### src/rtl/evs_pkg.sv
package evs_pkg;
  localparam int EVS_W       = 8;
  localparam int EVS_ADDR_W  = 1;
  localparam int PON_BIT     = 7;
  localparam int OPC_BIT     = 0;
  localparam logic [EVS_ADDR_W-1:0] ADDR_EVENT = 1'b0;
  localparam logic [EVS_ADDR_W-1:0] ADDR_MASK  = 1'b1;
endpackage

### src/rtl/evs_rst_sync.sv
module evs_rst_sync #(
  parameter int STAGES = 2
) (
  input  logic clk,
  input  logic rst_n,
  output logic rst_sync_n
);
  logic [STAGES-1:0] sync_q;
  logic [STAGES-1:0] sync_d;

  always_comb sync_d = {sync_q[STAGES-2:0], 1'b1};

  always_ff @(posedge clk or negedge rst_n) begin
    if (!rst_n) sync_q <= '0;
    else        sync_q <= sync_d;
  end

  assign rst_sync_n = sync_q[STAGES-1];
endmodule

### src/rtl/evs_event_bank.sv
module evs_event_bank #(
  parameter int W = 8
) (
  input  logic         clk,
  input  logic         rst_n,
  input  logic [W-1:0] set_i,
  input  logic         clr_i,
  output logic [W-1:0] evt_q
);
  logic [W-1:0] evt_d;
  logic [W-1:0] evt_en;

  for (genvar i = 0; i < W; i++) begin : g_bit
    // a fresh pulse wins over a clear in the same cycle
    always_comb begin
      evt_en[i] = set_i[i] | clr_i;
      evt_d[i]  = set_i[i];
    end

    always_ff @(posedge clk or negedge rst_n) begin
      if (!rst_n)         evt_q[i] <= 1'b0;
      else if (evt_en[i]) evt_q[i] <= evt_d[i];
    end
  end
endmodule

### src/rtl/evs_mask_reg.sv
module evs_mask_reg #(
  parameter int W = 8
) (
  input  logic         clk,
  input  logic         rst_sync_n,
  input  logic         pwr_on_clr,
  input  logic         wr_en,
  input  logic [W-1:0] wr_data,
  output logic [W-1:0] mask_q
);
  logic         mask_en;
  logic [W-1:0] mask_d;

  // retention register: no asynchronous reset, cleared under reset only by policy
  always_comb begin
    mask_en = 1'b0;
    mask_d  = wr_data;
    if (!rst_sync_n) begin
      mask_en = pwr_on_clr;
      mask_d  = '0;
    end else if (wr_en) begin
      mask_en = 1'b1;
    end
  end

  always_ff @(posedge clk) begin
    if (mask_en) mask_q <= mask_d;
  end
endmodule

### src/rtl/evt_status_group.sv
module evt_status_group
  import evs_pkg::*;
#(
  parameter int W           = EVS_W,
  parameter int ADDR_W      = EVS_ADDR_W,
  parameter int SYNC_STAGES = 2
) (
  input  logic              clk,
  input  logic              rst_n,
  input  logic              pwr_on_clr,
  input  logic [W-1:0]      evt_in,
  input  logic              clr_stat,
  input  logic              bus_req,
  input  logic              bus_wr,
  input  logic [ADDR_W-1:0] bus_addr,
  input  logic [W-1:0]      bus_wdata,
  output logic [W-1:0]      bus_rdata,
  output logic              summary
);
  logic         rst_sync_n;
  logic         pon_done;
  logic         pon_set;
  logic [W-1:0] set_vec;
  logic         rd_event;
  logic         rd_mask;
  logic         wr_mask;
  logic         evt_clr;
  logic [W-1:0] evt_q;
  logic [W-1:0] mask_q;
  logic [W-1:0] rdata_d;

  evs_rst_sync #(.STAGES(SYNC_STAGES)) u_rst_sync (
    .clk        (clk),
    .rst_n      (rst_n),
    .rst_sync_n (rst_sync_n)
  );

  // one-shot power-on event on the first cycle out of reset
  always_comb pon_set = ~pon_done;

  always_ff @(posedge clk or negedge rst_sync_n) begin
    if (!rst_sync_n)  pon_done <= 1'b0;
    else if (pon_set) pon_done <= 1'b1;
  end

  always_comb begin
    rd_event = bus_req & ~bus_wr & (bus_addr == ADDR_EVENT);
    rd_mask  = bus_req & ~bus_wr & (bus_addr == ADDR_MASK);
    wr_mask  = bus_req &  bus_wr & (bus_addr == ADDR_MASK);
    evt_clr  = rd_event | clr_stat;
    set_vec  = evt_in;
    set_vec[PON_BIT] = evt_in[PON_BIT] | pon_set;
  end

  evs_event_bank #(.W(W)) u_events (
    .clk   (clk),
    .rst_n (rst_sync_n),
    .set_i (set_vec),
    .clr_i (evt_clr),
    .evt_q (evt_q)
  );

  evs_mask_reg #(.W(W)) u_mask (
    .clk        (clk),
    .rst_sync_n (rst_sync_n),
    .pwr_on_clr (pwr_on_clr),
    .wr_en      (wr_mask),
    .wr_data    (bus_wdata),
    .mask_q     (mask_q)
  );

  always_comb begin
    rdata_d = '0;
    if (rd_event)     rdata_d = evt_q;
    else if (rd_mask) rdata_d = mask_q;
  end

  always_ff @(posedge clk or negedge rst_sync_n) begin
    if (!rst_sync_n) bus_rdata <= '0;
    else             bus_rdata <= rdata_d;
  end

  always_comb summary = |(evt_q & mask_q);
endmodule

### config.mk
export PLATFORM = sky130hd
export DESIGN_NAME = evt_status_group
export DESIGN_NICKNAME = d
export VERILOG_FILES = /design/src/rtl/evs_pkg.sv /design/src/rtl/evs_rst_sync.sv /design/src/rtl/evs_event_bank.sv /design/src/rtl/evs_mask_reg.sv /design/src/rtl/evt_status_group.sv
export SDC_FILE = /design/constraint.sdc
export NUM_CORES = 1
export LEC_CHECK = 0
export BUFFER_PORTS_ARGS = -buffer_cell sky130_fd_sc_hd__buf_2
export CAP_MARGIN = 5
export CELL_PAD_IN_SITES_DETAIL_PLACEMENT = 1
export CELL_PAD_IN_SITES_GLOBAL_PLACEMENT = 1
export CORE_UTILIZATION = 39
export CTS_CLUSTER_DIAMETER = 50
export DETAILED_ROUTE_END_ITERATION = 8
export GPL_ROUTABILITY_DRIVEN = 0
export PLACE_DENSITY = 0.78
export REMOVE_ABC_BUFFERS = 1
export SLEW_MARGIN = 15
export SYNTH_ARGS = -nofsm -noshare
export SYNTH_HDL_FRONTEND = slang
export SYNTH_HIERARCHICAL = 1
export SYNTH_SLANG_ARGS = --single-unit
### constraint.sdc
create_clock -name clk -period 0.95 [get_ports clk]
set_input_delay 0.095 -clock clk [delete_from_list [all_inputs] [get_ports clk]]
set_output_delay 0.095 -clock clk [all_outputs]
set_load 0.01 [all_outputs]
# ---- Word level (Yosys, flattened, before mapping)
# Index checks and enable logic that the tools add are counted.
dict set report op_classes {
  muxes 4
  bitwise_logic 19
  n_reduce_logical 1
}
# op count
set op_table {}
lappend op_table {{2-to-1 mux 8 bit} 2}
lappend op_table {{OR 1 bit} 10}
lappend op_table {{bitwise AND 8 bit} 1}
lappend op_table {{OR reduction 8 bit} 1}
lappend op_table {{bitwise AND 1 bit} 5}
lappend op_table {{inverter 1 bit} 3}
lappend op_table {{2-to-1 mux 1 bit} 2}
dict set report word_totals {
  reg_bits 27
  output_inout_bits 9
  word_cells 36
}

# ---- Longest topological paths before layout
dict set report logic_depth {
  ltp_word 5
  mapped_depth 5
  mapped_depth_nobuf 4
}

# ---- Modules after synthesis
# The synthesis kept the hierarchy.
# mod instances cells_per_inst area_each_um2 seq_area_each_um2
set modules_own_cells {}
lappend modules_own_cells {evt_status_group 1 37 432.9 225.2}
lappend modules_own_cells {evs_mask_reg 1 17 315.3 240.2}
lappend modules_own_cells {evs_event_bank 1 17 264.0 200.2}
lappend modules_own_cells {evs_rst_sync 1 3 53.8 50.0}

# ---- Worst setup path before layout
# OpenSTA, ideal clock, no wires.
dict set report synth_timing {
  kind {reg2reg}
  start {reg u_rst_sync.sync_q[1]}
  end {reg u_mask.mask_q[0], enable pin}
  setup_time_ns 0.259
  t_arrival_ns 1.158
  t_required_ns 0.691
  setup_slack_ns -0.468
  path_stages_with_launch 2
  synth_period_minus_slack_ns 1.418
  cell_sequence {dfrtp_1 > mux2_4}
}
dict set report synth_between {
  elab_chain_cells 1
}
# item line_no
set synth_lines {}
lappend synth_lines {{start, declared} evs_rst_sync.sv:8} ;# logic [STAGES-1:0] sync_q;
lappend synth_lines {{start signal, assigned} evs_rst_sync.sv:15} ;# else sync_q <= sync_d;
lappend synth_lines {{2-to-1 mux 1 bit} evs_mask_reg.sv:18} ;# if (!rst_sync_n) begin
lappend synth_lines {{net u_mask.mask_en} evs_mask_reg.sv:11} ;# logic mask_en;
lappend synth_lines {{end signal, assigned} evs_mask_reg.sv:27} ;# if (mask_en) mask_q <= mask_d;
lappend synth_lines {{end, declared} evs_mask_reg.sv:9} ;# output logic [W-1:0] mask_q
# The timed path passes the listed nets, and every way through them passes these cells.
# A chain may end at the register's enable or synchronous reset.

# ---- Worst setup path in the final report
dict set report layout_timing {
  start {reg u_events.evt_q[6]}
  end {out summary}
}
dict set report layout_between {
  elab_chain_cells 2
}
# item line_no
set layout_lines {}
lappend layout_lines {{start, declared} evs_event_bank.sv:8} ;# output logic [W-1:0] evt_q
lappend layout_lines {{start signal, assigned by index} evs_event_bank.sv:22} ;# else if (evt_en[i]) evt_q[i] <= evt_d[i];
lappend layout_lines {{bitwise AND 8 bit} evt_status_group.sv:83} ;# always_comb summary = |(evt_q & mask_q);
lappend layout_lines {{OR reduction 8 bit} evt_status_group.sv:83}
lappend layout_lines {{end, declared} evt_status_group.sv:18} ;# output logic summary
# Every way passes these cells.

==> reports/metrics.yaml <==
dpl.hpwl_mm: 1.84
wl_per_cell_um: 17.1
synth_cell_type_count: 16
power_density_nw_per_um2: 1390
finalHoldViolCount: 0
period_share_pct: 137
clock_latency_ps: 320
grt_overflow: 0
postSynthAreaPerCell_sq_um: 14.4
core-area_sq_um: 2520
arrival_ps: 1210
dp_cells: 148
crit_type: "flop to output pin"
finalSetupViolations: 12
ys_seq_area_share_pct: 67.1
min_period_ps: 1300
yosysWarnings: 6
synth_top_area_share_pct: 44.6
dieArea_sq_um: 2950
clockRootBuffer: "clkbuf_4"
numCtsBuffers: 3
ios: 32
netlist_area_sq_um: 1070
async_reset_ff_share_pct: 70.4
wl_mm: 2.86
drc: 0
first_pass_iters: 4
grt_pass1_vias: 885
clk_pin_slew_worst_paths_ps: 140
die_x_um: 54.3
rsz0062_at_grt: "yes"
final_cells: 167
clock_sinks: 27
drive_gt1_share_pct: 53.3
antenna_left: 0
yosys.area.top_type: "dfrtp_1"
drt-initial-drc-count: 9
vias: 804
reg2reg_slack_ps: -130
diodes: 0
violations: "negative setup slack"
endpoint: "summary"
setup_slack_ps: -355
reg2regPathDepth: 1
vdd_ir_drop_max_mv: 0.820
worstSetupStartpoint: "u_events/evt_q[6]"
cts_tree: "done"
rr_endpoint: "u_mask/mask_q[6]"
cp_max_fo: 2
synth_edf_count: 8
worst_setup_path_end_kind: "output pin"
row_count: 18
synth_area_leaders: "dfrtp_1, edfxtp_1, mux2i_1"
area_growth_pct: 46.7
cts_max_path_buffers: 2
cp.required_ps: 850
power_leakage_nw: 0.786
nets: 161
place_area_sq_um: 1350
hold_path_class: "input pin to asynchronous set/reset pin"
synthCells: 74
synth_ff_type: "dfrtp_1"
cp-start-kind: "flop"
antenna_found_initial: 0
ys_ff_latch: 27
grt_max_degree: 15
fin_skew_ps: 7.89
slew_violations: 0
grt_pass1_wl_mm: 4.07
initial_core_util_pct: 42.3
h-tree-depth: 1
status: "finished, violations left"
rr_startpoint: "u_rst_sync/sync_q[1]"
final_area_sq_um: 1560
io_buffer_count: 31
routed_via_density: 4.81
gr-usage-all-layers_pct: 20.6
cap_violations: 0
chipHeight_um: 54.3
clock.fmax_mhz: 766
==> worst min-delay path by stage <==
stage | startpoint | end
floorplan | rst_n | u_rst_sync/sync_q[0]
global placement | rst_n | u_rst_sync/sync_q[1]
detailed placement | rst_n | u_rst_sync/sync_q[1]
CTS | evt_in[7] | u_events/evt_q[7]
global route | rst_n | u_rst_sync/sync_q[1]
finish | rst_n | u_rst_sync/sync_q[1]
==> power by group <==
part	total, W	leakage, nW	internal, W	switching [W]
combinational	0.000381	0.464	0.000224	0.000157
sequential	0.00131	0.306	0.00127	0.0000418
clock	0.000488	0.0150	0.000164	0.000324
total	0.00218	0.786	0.00166	0.000523
==> metrics by stage <==
stage	setup WS [ps]	power (W)	util [%]	hold slack (ps)	TNS [ps]
3_5_place_dp	-56.8	0.00162	53.5	-116	-616
5_1_grt	-422	0.00228	62.0	37.6	-2010
6_report	-355	0.00218	62.0	62.0	-1360
3_3_place_gp	-29.9	0.00160	53.5	-116	-254
4_1_cts	-357	0.00216	60.0	41.4	-1270
2_1_floorplan	-468	0.00144	-	-201	-5510
==> what timing repair did <==
action	in CTS	in global routing
pin swaps	0	2
endpoints found under the hold margin	9	0
hold buffers	8	0
setup buffers	3	3
gates cloned	1	0
gates resized for setup	13	6
endpoints found under the setup margin	18	26
==> cells in the final DEF, fill, tap and decap left out <==
| cell type | n |
|---|---|
| inv_2 | 1 |
| and2_4 | 8 |
| buf_6 | 5 |
| dfrtp_2 | 1 |
| dfrtp_1 | 18 |
| o21bai_1 | 1 |
| mux2i_2 | 1 |
| mux2_4 | 1 |
| nand4_1 | 1 |
| clkbuf_4 | 3 |
| nand2b_1 | 1 |
| dlygate4sd3_1 | 8 |
| a22oi_1 | 1 |
| and3_2 | 1 |
| nand2b_4 | 1 |
| buf_2 | 28 |
| nor2_1 | 8 |
| buf_4 | 20 |
| edfxtp_1 | 8 |
| a22oi_2 | 3 |
| clkbuf_1 | 1 |
| a21o_1 | 8 |
| mux2i_1 | 7 |
| conb_1 | 2 |
==> critical path, stage by stage, from the launching register on <==
cell and delay (ps):
dfrtp_1 420, a22oi_2 220, nand4_1 100, buf_2 150
==> kinds of logic after synthesis <==
logic type / count (synthesis) / synth area share [%]
DFF: 27 / 67.1
and+or+nand+nor: 20 / 11.6
AOI/OAI and AO/OA: 13 / 9.16
muxes: 9 / 8.92
buffers and inverters: 3 / 2.46
other: 2 / 0.704
==> layer usage <==
layer / vias to the layer above / GRT usage (%) / share of wire (%)
met1: 393 / 22.6 / 39
met4: 0 / 10.7 / 2.3
met2: 24 / 37.0 / 55
met3: 6 / 4.17 / 3.6
met5: - / 0 / 0
li1: 381 / - / -
==> synthesized netlist by cell type, types with 2 or more instances <==
cell      count
a21o_1        8
a22oi_1       4
and2_2        8
buf_6         2
conb_1        2
dfrtp_1      19
edfxtp_1      8
mux2i_1       8
nor2_1        8
==> layout make-up <==
type	instances	area (sq um)
Clock buffer	4	26.3
Fill cell	272	958
Inverter	1	3.75
Multi-Input combinational cell	44	353
Sequential cell	27	717
Tap cell	30	37.5
Timing Repair Buffer	61	427
==> flip-flops by register name, summed over array words and instances (netlist names) <==
register / flops
u_events/evt_q: 8
u_rst_sync/sync_q: 2
bus_rdata: 8
pon_done: 1
u_mask/mask_q: 8
No activity file was read; power rests on OpenSTA's default activity.
